$ cat config.mk
export PLATFORM = sky130hd
export DESIGN_NAME = timer_ctrl_port
export DESIGN_NICKNAME = d
export VERILOG_FILES = /design/src/rtl/timer_ctrl_pkg.sv /design/src/rtl/timer_ctrl_decode.sv /design/src/rtl/timer_ctrl_chan.sv /design/src/rtl/timer_ctrl_port.sv
export SDC_FILE = /design/constraint.sdc
export NUM_CORES = 1
export LEC_CHECK = 0
export ABC_CLOCK_PERIOD_IN_PS = 8500
export BUFFER_PORTS_ARGS = -buffer_cell sky130_fd_sc_hd__buf_2
export CAP_MARGIN = 20
export CORE_MARGIN = 3
export CORE_UTILIZATION = 30
export CTS_CLUSTER_DIAMETER = 50
export DETAILED_ROUTE_END_ITERATION = 7
export HOLD_SLACK_MARGIN = 0.06
export PLACE_DENSITY_LB_ADDON = 0.12
export REMOVE_ABC_BUFFERS = 1
export SETUP_SLACK_MARGIN = 0.5
export SLEW_MARGIN = 10
export SYNTH_ARGS = -nofsm -noshare
export SYNTH_HDL_FRONTEND = slang
export SYNTH_SLANG_ARGS = --single-unit
$ cat constraint.sdc
create_clock -name clk -period 8.5 [get_ports clk]
set_input_delay 2.125 -clock clk [delete_from_list [all_inputs] [get_ports clk]]
set_output_delay 2.125 -clock clk [all_outputs]
set_load 0.02 [all_outputs]
$ cat src/rtl/timer_ctrl_pkg.sv
package timer_ctrl_pkg;
    localparam int BYTE_W = 8;
    localparam int CNT_W  = 16;
    localparam int MODE_W = 3;

    typedef enum logic [1:0] {
        ACC_LATCH = 2'd0,
        ACC_LO    = 2'd1,
        ACC_HI    = 2'd2,
        ACC_WORD  = 2'd3
    } acc_e;

    typedef struct packed {
        acc_e              acc;
        logic [MODE_W-1:0] mode;
        logic              bcd;
        logic              wr_hi;
        logic [BYTE_W-1:0] hold;
        logic              rd_hi;
        acc_e              lat_st;
        logic [CNT_W-1:0]  lat_val;
        logic              sts_pend;
        logic [BYTE_W-1:0] sts_val;
        logic              load_stb;
        logic [CNT_W-1:0]  load_val;
    } chan_state_t;

    localparam chan_state_t CHAN_RESET = '{
        acc:      ACC_WORD,
        mode:     '0,
        bcd:      1'b0,
        wr_hi:    1'b0,
        hold:     '0,
        rd_hi:    1'b0,
        lat_st:   ACC_LATCH,
        lat_val:  '0,
        sts_pend: 1'b0,
        sts_val:  '0,
        load_stb: 1'b0,
        load_val: '0
    };
endpackage

$ cat src/rtl/timer_ctrl_decode.sv
module timer_ctrl_decode
    import timer_ctrl_pkg::*;
#(
    parameter int NCH = 3
) (
    input  logic              clk,
    input  logic              rst_n,
    input  logic              wr_en,
    input  logic              rd_en,
    input  logic [1:0]        addr,
    input  logic [BYTE_W-1:0] wdata,
    output logic [NCH-1:0]    ctl_set,
    output logic [NCH-1:0]    cnt_latch,
    output logic [NCH-1:0]    sts_latch,
    output logic [NCH-1:0]    wr_stb,
    output logic [NCH-1:0]    rd_stb
);
    localparam logic [1:0] CTL_PORT = 2'd3;

    logic ctl_wr;
    logic readback;
    acc_e acc_field;

    assign ctl_wr    = wr_en && (addr == CTL_PORT);
    assign readback  = ctl_wr && (wdata[7:6] == 2'd3);
    assign acc_field = acc_e'(wdata[5:4]);

    for (genvar n = 0; n < NCH; n++) begin : g_ch
        logic sel_norm;
        logic sel_rb;
        assign sel_norm     = ctl_wr && (wdata[7:6] == 2'(n));
        assign sel_rb       = readback && wdata[1+n];
        assign ctl_set[n]   = sel_norm && (acc_field != ACC_LATCH);
        assign cnt_latch[n] = (sel_norm && (acc_field == ACC_LATCH)) || (sel_rb && !wdata[5]);
        assign sts_latch[n] = sel_rb && !wdata[4];
        assign wr_stb[n]    = wr_en && (addr == 2'(n));
        assign rd_stb[n]    = rd_en && !wr_en && (addr == 2'(n));
    end

    // a control word programs at most one channel
    assert_one_ctl_R2: assert property (@(posedge clk) disable iff (!rst_n)
        $onehot0(ctl_set));
endmodule

$ cat src/rtl/timer_ctrl_chan.sv
module timer_ctrl_chan
    import timer_ctrl_pkg::*;
(
    input  logic              clk,
    input  logic              rst_n,
    input  logic              ctl_set,
    input  logic [BYTE_W-1:0] wdata,
    input  logic              cnt_latch,
    input  logic              sts_latch,
    input  logic              wr_stb,
    input  logic              rd_stb,
    input  logic [CNT_W-1:0]  live,
    input  logic              out_lvl,
    output logic [BYTE_W-1:0] rd_byte,
    output logic              load_stb,
    output logic [CNT_W-1:0]  load_val,
    output logic [MODE_W-1:0] mode,
    output logic              bcd
);
    localparam int HB = CNT_W - 1;

    chan_state_t d, q;

    always_comb begin
        d          = q;
        d.load_stb = 1'b0;

        if (rd_stb) begin
            if (q.sts_pend) begin
                d.sts_pend = 1'b0;
            end else if (q.lat_st != ACC_LATCH) begin
                d.lat_st = (q.lat_st == ACC_WORD) ? ACC_HI : ACC_LATCH;
            end else if (q.acc == ACC_WORD) begin
                d.rd_hi = ~q.rd_hi;
            end
        end

        if (cnt_latch && (q.lat_st == ACC_LATCH)) begin
            d.lat_st  = q.acc;
            d.lat_val = live;
        end

        if (sts_latch && !q.sts_pend) begin
            d.sts_pend = 1'b1;
            d.sts_val  = {out_lvl, 1'b0, q.acc, q.mode, q.bcd};
        end

        if (ctl_set) begin
            d.acc   = acc_e'(wdata[5:4]);
            d.mode  = wdata[3:1];
            d.bcd   = wdata[0];
            d.wr_hi = 1'b0;
            d.rd_hi = 1'b0;
        end

        if (wr_stb) begin
            unique case (q.acc)
                ACC_LO: begin
                    d.load_stb = 1'b1;
                    d.load_val = {{BYTE_W{1'b0}}, wdata};
                end
                ACC_HI: begin
                    d.load_stb = 1'b1;
                    d.load_val = {wdata, {BYTE_W{1'b0}}};
                end
                ACC_WORD: begin
                    if (!q.wr_hi) begin
                        d.hold  = wdata;
                        d.wr_hi = 1'b1;
                    end else begin
                        d.load_stb = 1'b1;
                        d.load_val = {wdata, q.hold};
                        d.wr_hi    = 1'b0;
                    end
                end
                default: ;
            endcase
        end
    end

    always_ff @(posedge clk) begin
        if (!rst_n) q <= CHAN_RESET;
        else        q <= d;
    end

    always_comb begin
        if (q.sts_pend) begin
            rd_byte = q.sts_val;
        end else if (q.lat_st != ACC_LATCH) begin
            rd_byte = (q.lat_st == ACC_HI) ? q.lat_val[HB -: BYTE_W] : q.lat_val[BYTE_W-1:0];
        end else begin
            unique case (q.acc)
                ACC_HI:   rd_byte = live[HB -: BYTE_W];
                ACC_WORD: rd_byte = q.rd_hi ? live[HB -: BYTE_W] : live[BYTE_W-1:0];
                default:  rd_byte = live[BYTE_W-1:0];
            endcase
        end
    end

    assign load_stb = q.load_stb;
    assign load_val = q.load_val;
    assign mode     = q.mode;
    assign bcd      = q.bcd;

    assert_word_first_no_load_R5: assert property (@(posedge clk) disable iff (!rst_n)
        (wr_stb && !ctl_set && q.acc == ACC_WORD && !q.wr_hi) |=> !q.load_stb);

    assert_latch_hold_R7: assert property (@(posedge clk) disable iff (!rst_n)
        (q.lat_st != ACC_LATCH && !rd_stb) |=> $stable(q.lat_val));

    assert_status_hold_R9: assert property (@(posedge clk) disable iff (!rst_n)
        (q.sts_pend && !rd_stb) |=> (q.sts_pend && $stable(q.sts_val)));

    assert_ptr_reset_R3: assert property (@(posedge clk) disable iff (!rst_n)
        ctl_set |=> (!q.wr_hi && !q.rd_hi));
endmodule

$ cat src/rtl/timer_ctrl_port.sv
module timer_ctrl_port
    import timer_ctrl_pkg::*;
#(
    parameter int NCH = 3
) (
    input  logic                  clk,
    input  logic                  rst_n,
    input  logic                  wr_en,
    input  logic                  rd_en,
    input  logic [1:0]            addr,
    input  logic [7:0]            wdata,
    output logic [7:0]            rdata,
    input  logic [NCH*16-1:0]     live_count,
    input  logic [NCH-1:0]        out_level,
    output logic [NCH-1:0]        load_stb,
    output logic [NCH*16-1:0]     load_val,
    output logic [NCH*3-1:0]      chan_mode,
    output logic [NCH-1:0]        chan_bcd
);
    logic [NCH-1:0] ctl_set, cnt_latch, sts_latch, wr_stb, rd_stb;
    logic [BYTE_W-1:0] ch_rd [NCH];

    timer_ctrl_decode #(.NCH(NCH)) u_dec (
        .clk       (clk),
        .rst_n     (rst_n),
        .wr_en     (wr_en),
        .rd_en     (rd_en),
        .addr      (addr),
        .wdata     (wdata),
        .ctl_set   (ctl_set),
        .cnt_latch (cnt_latch),
        .sts_latch (sts_latch),
        .wr_stb    (wr_stb),
        .rd_stb    (rd_stb)
    );

    for (genvar n = 0; n < NCH; n++) begin : g_chan
        timer_ctrl_chan u_chan (
            .clk       (clk),
            .rst_n     (rst_n),
            .ctl_set   (ctl_set[n]),
            .wdata     (wdata),
            .cnt_latch (cnt_latch[n]),
            .sts_latch (sts_latch[n]),
            .wr_stb    (wr_stb[n]),
            .rd_stb    (rd_stb[n]),
            .live      (live_count[n*CNT_W +: CNT_W]),
            .out_lvl   (out_level[n]),
            .rd_byte   (ch_rd[n]),
            .load_stb  (load_stb[n]),
            .load_val  (load_val[n*CNT_W +: CNT_W]),
            .mode      (chan_mode[n*MODE_W +: MODE_W]),
            .bcd       (chan_bcd[n])
        );
    end

    always_comb begin
        rdata = '0;
        for (int n = 0; n < NCH; n++) begin
            if (rd_stb[n]) rdata = ch_rd[n];
        end
    end

    assert_ctl_read_zero_R12: assert property (@(posedge clk) disable iff (!rst_n)
        (rd_en && !wr_en && addr == 2'd3) |-> (rdata == 8'h00));
endmodule

After elaboration in Yosys (flattened, before gate mapping)
Cells that the tools add are included. W data, S select, Z words.

Eq/ne operators: 27. Bitwise operators: 13. Reduce and logical (&&, ||, !) cells: 82. Muxes and demuxes: 60.

Operators with widths (count): $pmux W17 S3 (3); $mux W8 (18); $mux W9 (9); $mux W18 (3); $mux W17 (3); $pmux W8 S2 (3); $logic_and A1 B1 Y1 (33); $eq A2 B2 Y1 const B (16); $reduce_and A3 Y1 (9); $reduce_bool A2 Y1 (13); $mux W2 (12); $not A1 Y1 (13); $logic_not A2 Y1 (6); $reduce_and A4 Y1 (3); $eq A2 B1 Y1 const B (5); $mux W1 (9); $reduce_bool A3 Y1 (3); $logic_not A1 Y1 (6); $ne A2 B1 Y1 const B (3); $ne A2 B2 Y1 const B (3); $reduce_and A2 Y1 (3); $reduce_or A2 Y1 (3); $logic_or A1 B1 Y1 (3).

Bits in registers: 177. Logic and storage cells: 218. Output and inout port bits: 71.

Depth between registers and ports, before layout
Word-level depth: 9. Mapped depth: 8.

Modules after synthesis
From an unflattened synthesis, not the netlist that was laid out.

Cell total of the unflattened synthesis: 1124. Area total of the unflattened synthesis: 9440.3 sq um.

By module, submodules not included: timer_ctrl_chan (instances 3, cells each 353, area each 3010.4 sq um); timer_ctrl_port (instances 1, cells each 35, area each 219.0 sq um); timer_ctrl_decode (instances 1, cells each 30, area each 190.2 sq um).

Least setup slack after synthesis
No wires, ideal clock.

Kind: input to output. From: in wr_en. To: out rdata[2]. Buffers on the path: 0. Stages: 5. Data required time: 6.375 ns. Slack: 2.580 ns. Data arrival time: 3.795 ns. Cell sequence: or4b_4 -> nor2_1 -> o221a_2 -> a221oi_1 -> a211oi_1.

Word-level cells in the longest chain between the ends: 6. Elaborated cells between the ends (all ways): 8. Those cells by class: mux: 3; reduce/logical: 5.

RTL lines: start, declared (line timer_ctrl_port.sv:8) `input logic wr_en,`; $logic_not A1 Y1 * (line timer_ctrl_decode.sv:37) `assign rd_stb[n] = rd_en && !wr_en && (addr == 2'(n));`; $logic_and A1 B1 Y1 * (line timer_ctrl_decode.sv:37); $logic_and A1 B1 Y1 (line timer_ctrl_decode.sv:37); $mux W8 (2 in series) (line timer_ctrl_port.sv:60) `if (rd_stb[n]) rdata = ch_rd[n];`; $mux W8 * (line timer_ctrl_port.sv:60); end, declared (line timer_ctrl_port.sv:12) `output logic [7:0] rdata,`.

Mark *: on every way between the ends. The rest lies on a longest branch, timed or not.

Worst setup path in the final report
From: in addr[1]. To: out rdata[2].

Word-level cells in the longest chain between the ends: 5. Elaborated cells between the ends (all ways): 9. Those cells by class: eq/ne: 2; mux: 3; reduce/logical: 4.

RTL lines: start, declared (line timer_ctrl_port.sv:10) `input logic [1:0] addr,`; $logic_not A2 Y1 (line timer_ctrl_decode.sv:37); $logic_and A1 B1 Y1 (line timer_ctrl_decode.sv:37); $mux W8 (2 in series) (line timer_ctrl_port.sv:60); $mux W8 * (line timer_ctrl_port.sv:60).

Marks and branches as above.

==> impl_metrics.py <==
metrics = {
    "run_status": {
        "outcome": "finished, final reports clean",
    },
    "global_route": {
        "antenna_found_initial": 0,
        "overflow": 0,
        "grt_max_degree": 75,
        "grt_pass1_wl_um": 41400,
        "grt_pass1_vias": 6995,
        "grt.total_usage_pct": 17.6,
    },
    "critical_path": {
        "critPathTopFamily": "simple AND/OR/NAND/NOR gates",
        "reg2reg_slack_ns": 6.12,
        "path_class": "input pin to output pin",
        "reg2reg_to": "g_chan[1].u_chan.q[37]",
        "crit_arrival_ns": 4.31,
        "required_ns": 6.38,
        "crit_path_cell_trace": "buf_2 -> or4b_4 -> nor2_1 -> o221a_2 -> a221oi_1 -> a211oi_1 -> buf_2",
        "cp_common_cell": "buf_2",
        "ff2ff_path_depth": 6,
        "startpoint_type": "input pin",
        "critPathMaxStageDelay_ns": 0.57,
        "worst_setup_path_end_kind": "output pin",
        "worst-path-buf-inv": 2,
        "critPathMaxFanout": 17,
        "r2r-start": "g_chan[1].u_chan.q[42]",
        "cp_slowest_cell": "or4b_4",
    },
    "layout": {
        "synthToLayoutAreaGrowth_pct": 13.0,
        "antenna_cells": 0,
        "fill_cells": 2915,
        "post-route-cell-area_mm2": 0.00949,
        "finalNetCount": 1093,
        "drive_above_1_share_pct": 20.2,
        "final_cells": 1413,
    },
    "timing": {
        "finalCriticalPeriod_ns": 6.43,
        "finalHoldViolations": 0,
        "setup_tns_ns": 0,
        "layout_worst_path_cycle_share_pct": 75.7,
        "finClkSkew_ns": 0.0159,
        "rsz0062_at_grt": "false",
        "worst_pin_slew_ns": 0.995,
        "slew_violations": 0,
        "fmax_mhz": 155,
        "finalSetupViolCount": 0,
        "relSlewSlack_pct": 33.2,
        "fin_ws_ns": 2.07,
    },
    "clock_network": {
        "path_clk_slew_ns": 0.07,
        "cts.sinks": 177,
        "cts_root_buffer": "clkbuf_16",
        "postCtsSetupBuffers": 0,
        "cts_buffers": 17,
        "cts_buffer_depth": 2,
        "htree_levels": 4,
        "hold_buffers": 0,
        "cts_resized": 0,
        "insertion_delay_ns": 0.44,
        "cts_tree": "done",
    },
    "placed_design": {
        "place_hpwl_um": 18100,
        "place_inst": 1381,
        "io_buffers": 135,
        "placed_area_mm2": 0.00886,
        "gp_congestion": 0.885,
        "pre_cts_ws_ns": 2.08,
    },
    "floorplan": {
        "core_mm2": 0.0273,
        "die_h_um": 173,
        "ios": 136,
        "dieArea_mm2": 0.0300,
        "rows": 60,
        "die_w_um": 173,
        "start_util_pct": 30.8,
    },
    "route": {
        "drt_iter0_drc": 568,
        "dr.pass1.iters": 5,
        "post-route-drc-count": 0,
        "via_per_inst": 4.98,
        "wire_per_inst_um": 19.0,
        "routed-via-count": 7038,
        "ant_nets": 0,
        "wirelength_um": 26800,
    },
    "synth": {
        "synthArstFlopShare_pct": 0,
        "ys.flop_type": "dfxtp_1",
        "yosysUniqueCellTypes": 60,
        "synthCells": 1001,
        "synth_edf_count": 0,
        "synth_top_area_share_pct": 42.2,
        "synth-seq-area-share_pct": 42.2,
        "yosysWarnings": 0,
        "synth_area_leader_cell": "dfxtp_1",
        "yosysMostFrequentCell": "dfxtp_1",
        "synth_top_cells_by_count": "dfxtp_1 (177), nor2_1 (133), nand2_1 (104)",
        "syn_area_mm2": 0.00840,
        "ys_ff_latch": 177,
        "yosys-top-cells-area": "dfxtp_1 (42%), mux2i_1 (9.7%), nor2_1 (5.9%), buf_4 (5.7%), a21oi_1 (4.6%)",
        "syn_avg_cell_area_um2": 8.39,
    },
    "pwr": {
        "p_sw_share_pct": 24.6,
        "power_switching_mw": 0.452,
        "cellPowerDensity_mw_per_mm2": 194,
        "p_comb_share_pct": 7.3,
        "power_mw": 1.84,
        "p_int_mw": 1.38,
        "power.leakage_nw": 3.62,
        "power.share.sequential_pct": 46.2,
        "ir_drop_mv": 0.128,
        "clkPwrFrac_pct": 46.6,
    },
    "flow_run": {
        "drv_cap": 0,
    },
    "worst_hold_path": {
        "worstHoldStart": "g_chan[2].u_chan.load_val[6]",
        "hp-class": "flop to flop",
        "min_path_cells": 2,
        "holdPathEnd": "g_chan[2].u_chan.load_val[6]",
    },
}
## worst max-delay path by stage
stage               startpoint       end  cells after the start  slack, ns
global route           addr[1]  rdata[2]                      7       1.97
floorplan                wr_en  rdata[2]                      5       2.58
CTS                    addr[1]  rdata[0]                      7       2.07
finish                 addr[1]  rdata[2]                      7       2.07
global placement       addr[1]  rdata[2]                      7       2.10
detailed placement     addr[1]  rdata[0]                      7       2.08
## placed cells by master (no fill, tap or decap), types with 4 or more instances in the layout
cell type   count
dfxtp_1       177
buf_2         135
nor2_1        133
nand2_1       104
mux2i_1        81
a21oi_1        78
nand3_1        53
o21ai_0        39
a22oi_1        24
inv_1          18
clkbuf_16      17
and3_1         13
a221oi_1       12
o21a_1         11
mux2_2          9
o211ai_1        9
buf_4           9
a211oi_1        8
nor3_1          7
nand4_1         7
o221a_2         7
a211o_1         7
a221o_1         6
or3_1           5
clkinvlp_4      5
nor2b_1         4
bufinv_16       4
## state kept, by name (all words and copies together) (netlist names)
signal                  count
g_chan.u_chan.load_val     48
g_chan.u_chan.mode          9
g_chan.u_chan.q           114
g_chan.u_chan.bcd           3
g_chan.u_chan.load_stb      3
## power groups by stage
stage                     Combinational [mW]  Sequential [mW]  Clock (mW)
after global placement                 0.136            0.867           0
final                                  0.134            0.848       0.855
after global routing                   0.146            0.849       0.906
after CTS                              0.135            0.848       0.876
after detailed placement               0.135            0.867           0
after floorplan                       0.0659            0.866           0
## area by class of cell
cell class | instances | area, um2 | share of cell area (%)
multi-input cells | 667 | 4030 | 42.4
flip-flops and latches | 177 | 3540 | 37.4
repair buffers | 144 | 743 | 7.83
well taps | 372 | 465 | 4.91
clock buffers | 20 | 447 | 4.71
clock inverters | 12 | 180 | 1.90
inverters | 21 | 81.3 | 0.857
## stage by stage
step,hold slack (ns),util [%]
after floorplan,0.427,-
after global placement,0.442,32.5
after detailed placement,0.444,32.5
after CTS,0.456,34.8
after global routing,0.472,34.8
final,0.453,34.8
## worst min-delay path: cells and delay by family (launching register included)
kind	cells	cell delay (ns)
and+or+nand+nor	1	0.05
DFF	1	0.31
AOI/OAI and AO/OA	1	0.05
## kinds of logic (layout without fill, tap and decap cells)
logic type / after synthesis / after routing / share of synthesized area (%)
muxes: 90 / 90 / 10.9
AOI/OAI and AO/OA: 215 / 215 / 16.6
xor gates and xnor gates: 3 / 3 / 0.313
and+or+nand+nor: 359 / 359 / 20.0
buffers and inverters: 157 / 197 / 9.99
DFF: 177 / 177 / 42.2
## layer usage
metal | GRT usage (%) | routed length (um) | up-vias | share of wire, %
met5 | 0 | 0 | - | 0
met4 | 5.41 | 560 | 0 | 2.1
met3 | 3.70 | 1350 | 30 | 5.0
met2 | 28.0 | 12100 | 213 | 45
met1 | 24.1 | 12800 | 3314 | 48
li1 | - | - | 3481 | -
No activity file was read; power rests on OpenSTA's default activity.
